### src/rtl/tmr_pkg.sv
package tmr_pkg;
    typedef enum logic [1:0] {
        MODE_WIDE  = 2'd0,
        MODE_DUAL  = 2'd1,
        MODE_CHAIN = 2'd2,
        MODE_WDOG  = 2'd3
    } tmr_mode_e;

    typedef enum logic [1:0] {
        WD_OFF  = 2'd0,
        WD_WAIT = 2'd1,
        WD_HALF = 2'd2,
        WD_BITE = 2'd3
    } wd_state_e;
endpackage

### src/rtl/tmr_edge_sync.sv
module tmr_edge_sync (
    input  logic clk,
    input  logic rst_n,
    input  logic async_i,
    output logic rise_o
);
    logic s1_q, s2_q, s3_q;

    always_ff @(posedge clk) begin
        if (!rst_n) begin
            s1_q <= 1'b0;
            s2_q <= 1'b0;
            s3_q <= 1'b0;
        end else begin
            s1_q <= async_i;
            s2_q <= s1_q;
            s3_q <= s2_q;
        end
    end

    assign rise_o = s2_q && !s3_q;


    rise_no_repeat_chk: assert property (@(posedge clk) disable iff (!rst_n)
        rise_o |=> !rise_o);
endmodule

### src/rtl/tmr_half.sv
module tmr_half #(
    parameter int W = 32
) (
    input  logic         clk,
    input  logic         rst_n,
    input  logic         inc_i,
    input  logic         wrap_i,
    input  logic         clr_i,
    output logic [W-1:0] cnt_o
);
    logic [W-1:0] cnt_q;

    always_ff @(posedge clk) begin
        if (!rst_n)
            cnt_q <= '0;
        else if (clr_i || (inc_i && wrap_i))
            cnt_q <= '0;
        else if (inc_i)
            cnt_q <= cnt_q + 1'b1;
    end

    assign cnt_o = cnt_q;
endmodule

### src/rtl/tmr_wdog_fsm.sv
module tmr_wdog_fsm
    import tmr_pkg::*;
#(
    parameter int            KW    = 16,
    parameter logic [KW-1:0] KEY_A = 16'hA5C3,
    parameter logic [KW-1:0] KEY_B = 16'h5A3C
) (
    input  logic          clk,
    input  logic          rst_n,
    input  logic          arm_i,
    input  logic          wr_i,
    input  logic [KW-1:0] key_i,
    input  logic          timeout_i,
    output logic          armed_o,
    output logic          counting_o,
    output logic          svc_o,
    output logic          bite_o
);
    wd_state_e state_q, state_d;

    always_ff @(posedge clk) begin
        if (!rst_n)
            state_q <= WD_OFF;
        else
            state_q <= state_d;
    end

    always_comb begin
        state_d = state_q;
        unique case (state_q)
            WD_OFF:  if (arm_i) state_d = WD_WAIT;
            WD_WAIT: begin
                if (timeout_i || (wr_i && key_i != KEY_A)) state_d = WD_BITE;
                else if (wr_i)                             state_d = WD_HALF;
            end
            WD_HALF: begin
                if (timeout_i || (wr_i && key_i != KEY_B)) state_d = WD_BITE;
                else if (wr_i)                             state_d = WD_WAIT;
            end
            WD_BITE: state_d = WD_BITE;
            default: state_d = WD_OFF;
        endcase
    end

    always_comb begin
        armed_o    = (state_q != WD_OFF);
        counting_o = (state_q == WD_WAIT) || (state_q == WD_HALF);
        svc_o      = (state_q == WD_HALF) && wr_i && (key_i == KEY_B) && !timeout_i;
        bite_o     = (state_q == WD_BITE);
    end


    bite_sticky_chk: assert property (@(posedge clk) disable iff (!rst_n)
        bite_o |=> bite_o);

    bad_first_key_chk: assert property (@(posedge clk) disable iff (!rst_n)
        (counting_o && !svc_o && wr_i && key_i != KEY_A && key_i != KEY_B) |=> bite_o);
endmodule

### src/rtl/tmr64_wd.sv
module tmr64_wd
    import tmr_pkg::*;
#(
    parameter int            HW    = 32,
    parameter int            KW    = 16,
    parameter logic [KW-1:0] KEY_A = 16'hA5C3,
    parameter logic [KW-1:0] KEY_B = 16'h5A3C
) (
    input  logic            clk,
    input  logic            rst_n,
    input  logic [1:0]      mode_i,
    input  logic            run_i,
    input  logic            ext_sel_i,
    input  logic            cap_en_i,
    input  logic            rdclr_en_i,
    input  logic            rd_i,
    input  logic            ext_i,
    input  logic [HW-1:0]   prd_lo_i,
    input  logic [HW-1:0]   prd_hi_i,
    input  logic            wd_wr_i,
    input  logic [KW-1:0]   wd_key_i,
    output logic [2*HW-1:0] cnt_o,
    output logic [2*HW-1:0] cap_o,
    output logic [1:0]      irq_o,
    output logic [1:0]      dma_o,
    output logic            wd_rst_o
);
    localparam int CW = 2 * HW;

    tmr_mode_e     mode;
    logic          rise, src, gp, tick, wide, rd_clr, clr, timeout;
    logic          wd_armed, wd_counting, wd_svc, wd_bite;
    logic          lo_hit, hi_hit, full_hit, lo_ones;
    logic [1:0]    inc, wrap, irq_set, irq_q;
    logic [HW-1:0] cnt_h [2];
    logic [HW-1:0] cnt_lo, cnt_hi;
    logic [CW-1:0] cap_q;

    assign mode = tmr_mode_e'(mode_i);

    tmr_edge_sync u_sync (
        .clk    (clk),
        .rst_n  (rst_n),
        .async_i(ext_i),
        .rise_o (rise)
    );

    for (genvar i = 0; i < 2; i++) begin : g_half
        tmr_half #(.W(HW)) u_half (
            .clk   (clk),
            .rst_n (rst_n),
            .inc_i (inc[i]),
            .wrap_i(wrap[i]),
            .clr_i (clr),
            .cnt_o (cnt_h[i])
        );
    end

    assign cnt_lo   = cnt_h[0];
    assign cnt_hi   = cnt_h[1];
    assign lo_hit   = (cnt_lo == prd_lo_i);
    assign hi_hit   = (cnt_hi == prd_hi_i);
    assign full_hit = lo_hit && hi_hit;
    assign lo_ones  = &cnt_lo;

    assign src     = ext_sel_i ? rise : 1'b1;
    assign gp      = !wd_armed && (mode != MODE_WDOG);
    assign tick    = src && (gp ? run_i : wd_counting);
    assign wide    = wd_armed || (mode == MODE_WIDE) || (mode == MODE_WDOG);
    assign rd_clr  = gp && rdclr_en_i && rd_i;
    assign clr     = rd_clr || wd_svc;
    assign timeout = tick && wd_counting && full_hit;

    tmr_wdog_fsm #(.KW(KW), .KEY_A(KEY_A), .KEY_B(KEY_B)) u_wdog (
        .clk       (clk),
        .rst_n     (rst_n),
        .arm_i     ((mode == MODE_WDOG) && run_i),
        .wr_i      (wd_wr_i),
        .key_i     (wd_key_i),
        .timeout_i (timeout),
        .armed_o   (wd_armed),
        .counting_o(wd_counting),
        .svc_o     (wd_svc),
        .bite_o    (wd_bite)
    );

    always_comb begin
        inc     = '0;
        wrap    = '0;
        irq_set = '0;
        if (wide) begin
            inc[0]  = tick;
            inc[1]  = tick && (full_hit || lo_ones);
            wrap    = {full_hit, full_hit};
            irq_set = {1'b0, gp && tick && full_hit};
        end else if (mode == MODE_CHAIN) begin
            inc[0]  = tick;
            inc[1]  = tick && lo_hit;
            wrap    = {hi_hit, lo_hit};
            irq_set = {tick && lo_hit && hi_hit, tick && lo_hit};
        end else begin
            inc     = {tick, tick};
            wrap    = {hi_hit, lo_hit};
            irq_set = {tick && hi_hit, tick && lo_hit};
        end
        if (clr) irq_set = '0;
    end

    always_ff @(posedge clk) begin
        if (!rst_n) begin
            irq_q <= '0;
            cap_q <= '0;
        end else begin
            irq_q <= irq_set;
            if (cap_en_i && rise) cap_q <= {cnt_hi, cnt_lo};
        end
    end

    assign cnt_o    = {cnt_hi, cnt_lo};
    assign cap_o    = cap_q;
    assign irq_o    = irq_q;
    assign dma_o    = irq_q;
    assign wd_rst_o = wd_bite;


    irq_zero_lo_chk: assert property (@(posedge clk) disable iff (!rst_n)
        irq_q[0] |-> (cnt_lo == '0));

    irq_zero_hi_chk: assert property (@(posedge clk) disable iff (!rst_n)
        irq_q[1] |-> (cnt_hi == '0));

    run_hold_chk: assert property (@(posedge clk) disable iff (!rst_n)
        (!run_i && !wd_armed && !rd_clr) |=> $stable(cnt_o));

    cap_hold_chk: assert property (@(posedge clk) disable iff (!rst_n)
        !(cap_en_i && rise) |=> $stable(cap_q));

    wd_quiet_irq_chk: assert property (@(posedge clk) disable iff (!rst_n)
        wd_armed |=> (irq_q == 2'b00));
endmodule

### config.mk
export PLATFORM = sky130hd
export DESIGN_NAME = tmr64_wd
export DESIGN_NICKNAME = d
export VERILOG_FILES = /design/src/rtl/tmr_pkg.sv /design/src/rtl/tmr_edge_sync.sv /design/src/rtl/tmr_half.sv /design/src/rtl/tmr_wdog_fsm.sv /design/src/rtl/tmr64_wd.sv
export SDC_FILE = /design/constraint.sdc
export NUM_CORES = 1
export LEC_CHECK = 0
export ABC_AREA = 0
export BUFFER_PORTS_ARGS = -buffer_cell sky130_fd_sc_hd__buf_2
export CAP_MARGIN = 20
export CORE_MARGIN = 2
export CORE_UTILIZATION = 56
export CTS_BUF_LIST = sky130_fd_sc_hd__clkbuf_4 sky130_fd_sc_hd__clkbuf_8
export CTS_CLUSTER_SIZE = 30
export DETAILED_ROUTE_END_ITERATION = 16
export PLACE_DENSITY = 0.95
export SYNTH_ARGS = -nofsm -noshare
export SYNTH_HDL_FRONTEND = slang
export SYNTH_SLANG_ARGS = --single-unit
### constraint.sdc
create_clock -name clk -period 9.6 [get_ports clk]
set_input_delay 2.88 -clock clk [delete_from_list [all_inputs] [get_ports clk]]
set_output_delay 2.88 -clock clk [all_outputs]
set_load 0.02 [all_outputs]
Yosys cells after proc, flatten, opt, wreduce, memory -nomap -nowiden

Index checks and enable logic that the tools add are counted.

Bits in registers: 135
Input port bits: 91
Word-level logic and storage cells: 83

$add $sub $neg: 2
Equality and inequality tests: 14
Multiplexer cells: 13
Bitwise operators: 1
Reduce and logical (&&, ||, !) cells: 44

Operator list:

| operator                                                                   | number |
|---|---|
| 32-bit by 1-bit adder with 32-bit output (second input constant)           | 2 |
| 32-bit equality test                                                       | 2 |
| 32-bit AND reduction                                                       | 1 |
| 1-bit logical AND                                                          | 23 |
| 2-bit two-way mux                                                          | 9 |
| 16-bit by 15-bit equality test with 1-bit output (second input constant)   | 1 |
| 16-bit by 15-bit inequality test with 1-bit output (second input constant) | 1 |
| 16-bit inequality test (second input constant)                             | 1 |
| 1-bit logical OR                                                           | 9 |
| 2-bit equality test (second input constant)                                | 4 |
| 2-bit one-hot mux with 4 select lines                                      | 1 |
| 3-bit by 2-bit inequality test with 1-bit output (second input constant)   | 2 |
| 2-bit OR reduction                                                         | 3 |
| 2-bit zero test                                                            | 2 |
| 1-bit zero test                                                            | 3 |
| 1-bit two-way mux                                                          | 3 |
| 3-bit AND reduction                                                        | 1 |
| 3-bit OR reduction                                                         | 1 |
| 2-bit by 1-bit equality test with 1-bit output (second input constant)     | 1 |
| 2-bit by 1-bit inequality test with 1-bit output (second input constant)   | 1 |
| 2-bit inequality test (second input constant)                              | 1 |
| 2-bit nonzero test                                                         | 1 |
| 1-bit NOT                                                                  | 1 |

Depth between registers and ports, before layout

Depth after elaboration: 12
Mapped depth: 11
Gate-level depth less buffers: 9

By module

From an unflattened synthesis, not the netlist that was laid out.

Cell total of the unflattened synthesis: 817
Area, all modules: 6904.1 µm²

Modules (own cells, without submodules):

| module        | times used | cells each | area each (µm²) |
|---|---|---|---|
| tmr64_wd      | 1          | 402        | 3343.2 |
| tmr_half      | 2          | 185        | 1582.8 |
| tmr_wdog_fsm  | 1          | 38         | 302.8 |
| tmr_edge_sync | 1          | 7          | 92.6 |

Worst setup path after synthesis

OpenSTA, ideal clock, no wires.

Kind: input -> register
Start point: input port mode_i[0]
End point: register g_half[1].u_half.cnt_q[13]
Setup time: 0.070 ns
Arrival time: 4.941 ns
Required time: 9.530 ns
Path slack: 4.589 ns
Cell stages on the path: 9
Path buffers: 2
Cells stage by stage: clkbuf_1 -> a21bo_1 -> a222oi_1 -> a41oi_1 -> o31ai_1 -> nand4_1 -> clkbuf_1 -> or4_1 -> a21oi_1

Longest elaborated chain between the ends: 11

RTL lines:

| element                             | RTL line           | source |
|---|---|---|
| start: declaration                  | tmr64_wd.sv:11     | `input logic [1:0] mode_i,` |
| 2-bit inequality test               | tmr64_wd.sv:67     | `assign gp = !wd_armed && (mode != MODE_WDOG);` |
| 1-bit logical AND                   | tmr64_wd.sv:67     |  |
| 1-bit two-way mux                   | tmr64_wd.sv:68     | `assign tick = src && (gp ? run_i : wd_counting);` |
| 1-bit logical AND                   | tmr64_wd.sv:68     |  |
| 1-bit logical AND (2 in a row)      | tmr64_wd.sv:72     | `assign timeout = tick && wd_counting && full_hit;` |
| 1-bit zero test                     | tmr_wdog_fsm.sv:48 | `svc_o = (state_q == WD_HALF) && wr_i && (key_i == KEY_B) && !timeout_i;` |
| 1-bit logical AND                   | tmr_wdog_fsm.sv:48 |  |
| 1-bit logical OR                    | tmr64_wd.sv:71     | `assign clr = rd_clr \|\| wd_svc;` |
| 1-bit logical OR                    | tmr_half.sv:16     | `else if (clr_i \|\| (inc_i && wrap_i))` |
| 2-bit OR reduction (no source line) | n/a                |  |
| end signal: assignment              | tmr_half.sv:19     | `cnt_q <= cnt_q + 1'b1;` |
| end: declaration                    | tmr_half.sv:11     | `logic [W-1:0] cnt_q;` |

Parallel ways exist; a longest one is shown, timed or not.
A chain may end at the register's enable or synchronous reset.

Final worst setup path

Start point: input port prd_lo_i[27]
End point: register g_half[1].u_half.cnt_q[17]

Longest elaborated chain between the ends: 8

RTL lines:

| element                                                       | RTL line                           | source |
|---|---|---|
| start: declaration                                            | tmr64_wd.sv:18                     | `input logic [HW-1:0] prd_lo_i,` |
| 32-bit equality test *                                        | tmr64_wd.sv:61                     | `assign lo_hit = (cnt_lo == prd_lo_i);` |
| 1-bit logical AND                                             | tmr64_wd.sv:63                     | `assign full_hit = lo_hit && hi_hit;` |
| 1-bit logical OR / 1-bit logical AND (equally long branches)  | tmr64_wd.sv:93, tmr64_wd.sv:72     |  |
| 1-bit logical AND / 1-bit zero test (equally long branches)   | tmr64_wd.sv:93, tmr_wdog_fsm.sv:48 |  |
| 2-bit two-way mux / 1-bit logical AND (equally long branches) | tmr64_wd.sv:91, tmr_wdog_fsm.sv:48 |  |
| 1-bit logical AND / 1-bit logical OR (equally long branches)  | tmr_half.sv:16, tmr64_wd.sv:71     |  |
| 1-bit logical OR                                              | tmr_half.sv:16                     |  |
| 2-bit OR reduction (no source line)                           | n/a                                |  |

Every way passes the cells marked *; elsewhere a longest branch is shown, timed or not.

==> results.sh <==
export IMPL_cts_setup_buffers=0
export IMPL_detail_route_wirelength_mm=19.5
export IMPL_die_h_um=112
export IMPL_async_set_or_reset_register_ratio_after_synthesis_pct=0
export IMPL_cts_buffers_inserted=17
export IMPL_report_power_total_uw=1220
export IMPL_global_route_usage_total_pct=30.9
export IMPL_slew_viol_final=0
export IMPL_setup_viol=0
export IMPL_final_core_utilization_pct=71.1
export IMPL_first_global_vias=6419
export IMPL_drt_iter0_markers=646
export IMPL_placement_rows=39
export IMPL_grt_setup_unrepaired="no"
export IMPL_grt_antenna_before_repair=0
export IMPL_cts_repair_resized=0
export IMPL_period_share_pct=55.2
export IMPL_synth_lib_cells_used_distinct=48
export IMPL_cp_max_fo=13
export IMPL_place_congestion=0.838
export IMPL_via_count=6849
export IMPL_worst_endpoint_required_ps=9950
export IMPL_max_clock_path_buffers=2
export IMPL_drc=0
export IMPL_edff_count_synth=0
export IMPL_final_ant_viol_nets=0
export IMPL_start_kind="primary input"
export IMPL_clockRootBuffer="clkbuf_8"
export IMPL_setup_tns_ps=0
export IMPL_run_status="finished clean"
export IMPL_crit_path_end_kind="register"
export IMPL_floorplan_die_area_um2=12600
export IMPL_synth_cell_area_um2=6540
export IMPL_setup_worst_path_class="primary input to register"
export IMPL_synth_net_count=917
export IMPL_maxSlewHeadroom_pct=52.2
export IMPL_ys_seq_area_share_pct=41.3
export IMPL_yosys_top_cells_count="163 x nand2_1, 135 x dfxtp_1, 94 x a21oi_1"
export IMPL_top_level_ports=224
export IMPL_synthToLayoutAreaGrowth_pct=24.2
export IMPL_post_drt_wl_per_cell_um=16.7
export IMPL_power_ir_vdd_worst_mv=0.0965
export IMPL_synth_top_flop_cell="dfxtp_1"
export IMPL_yosys_register_bits=135
export IMPL_path_clk_slew_ps=80
export IMPL_post_synth_top_area_share_pct=41.3
export IMPL_synth_area_per_cell_um2=7.98
export IMPL_worstSkewPairLatency_ps=440
export IMPL_detail_route_vias_per_cell=5.87
export IMPL_yosysWarningCount=0
export IMPL_antennaDiodeCount=0
export IMPL_cellLeakagePower_uw=0.00348
export IMPL_cts_tree="yes"
export IMPL_place_port_buffers=223
export IMPL_worstPathArrival_ps=5650
export IMPL_synthDominantAreaCellType="dfxtp_1"
export IMPL_grt_start_max_net_pins=55
export IMPL_fp_coreArea_um2=11400
export IMPL_postSynthCellCount=820
export IMPL_fin_hold_ws_ps=451
export IMPL_final_setup_skew_ps=17.0
export IMPL_globalRoute_totalOverflow=0
export IMPL_hold_path_class="register to register"
export IMPL_initial_core_util_pct=57.3
export IMPL_period_needed_ps=5300
export IMPL_drtPass1Iterations=5
export IMPL_cap_viol_max_count=0
export IMPL_grt_first_pass_wirelength_mm=31.6
export IMPL_place_detailed_hpwl_mm=13.9
export IMPL_floorplan_die_width_um=112
export IMPL_hold_viol_final=0
export IMPL_leading_post_synthesis_cells_by_cell_area="dfxtp_1 41%, xor2_1 12%, nand2_1 9.4%"
export IMPL_power_density_nw_per_um2=151
export IMPL_tightest_slew_ps=711
export IMPL_cts_hold_repair_buffers=0
export IMPL_cts_sinks=135
export IMPL_layout_drive_gt1_share_pct=26.2
export IMPL_clock_tree_htree_level_count=4
export IMPL_timing_fmax_mhz=189
export IMPL_yosysMostFrequentCell="nand2_1"
export IMPL_fin_nets=1108
-- per-layer routing --
layer	part of all wire [%]	routed length, µm	up-vias	GRT usage (%)
met4	2.1	418	0	11.0
met3	8.4	1630	47	6.26
met1	38	7480	3196	36.6
met2	51	10000	375	55.8
li1	-	-	3231	-
met5	0	0	-	0
-- path summary, 6_finish.rpt --
kind,cells past startpoint,from,slack [ps],end
setup / recovery,8,prd_lo_i[27],4300,g_half[1].u_half.cnt_o[17]
hold / removal,1,u_sync.s1_q,450,u_sync.s2_q
setup reg to reg,10,u_wdog.state_q[1],6260,g_half[1].u_half.cnt_o[17]
hold reg to reg,1,u_sync.s1_q,450,u_sync.s2_q
-- registers in the layout, indices dropped and copies added (netlist names) --
register,count
dma_o,2
g_half.u_half.cnt_o,64
u_sync.s2_q,1
u_sync.s3_q,1
cap_o,64
u_wdog.state_q,2
u_sync.s1_q,1
-- critical path, cell delays in order --
cell and delay [ps]:
buf_2 100, xor2_1 130, nor4_1 530, nand4_1 380, o211ai_1 360, nand4_1 450, or4_1 630, a21oi_1 180
-- cells in the final DEF, fill, tap and decap left out, types with 8 or more instances in the layout --
cell type / Yosys / routed
o31ai_1: 20 / 20
o21ai_0: 11 / 11
nor4_1: 21 / 21
nand4_1: 31 / 31
nand3_1: 23 / 23
inv_1: 13 / 12
nor3_1: 8 / 8
buf_2: 3 / 223
clkbuf_8: 0 / 19
dfxtp_1: 135 / 135
and2_1: 10 / 10
a21oi_1: 94 / 94
xnor2_1: 9 / 9
or4_1: 20 / 20
xor2_1: 89 / 89
nor2_1: 52 / 51
nand2_1: 163 / 163
or3_1: 11 / 11
-- area by class of cell --
type / instances / area, µm²
multi-input cells: 614 / 3570
fillers: 884 / 3300
flip-flops and latches: 135 / 2700
repair buffers: 230 / 1180
clock buffers: 19 / 262
clock inverters: 13 / 180
well taps: 143 / 179
inverters: 13 / 48.8
-- through the flow --
step           cell area, µm²  std cells  worst slack, ps
2_1_floorplan            6540        820             4590
5_1_grt                  8120       1167             4200
6_report                 8120       1167             4300
3_3_place_gp             7660       1134             4080
4_1_cts                  8120       1167             4400
3_5_place_dp             7680       1135             3970
-- kinds of logic after synthesis --
logic type	share of synthesized area (%)
buffers and inverters	4.25
flip-flops	41.3
AO/OA/AOI/OAI	12.8
multiplexers	0.306
XOR/XNOR	13.1
adder cells (fa/ha/maj)	1.15
AND/OR/NAND/NOR	27.1
-- power breakdown --
group          internal, µW  switching (µW)  leakage, µW
Combinational          50.5            78.0      0.00217
Sequential              564            8.39      0.00109
Clock                   279             243     0.000225
No activity file was read; power rests on OpenSTA's default activity.
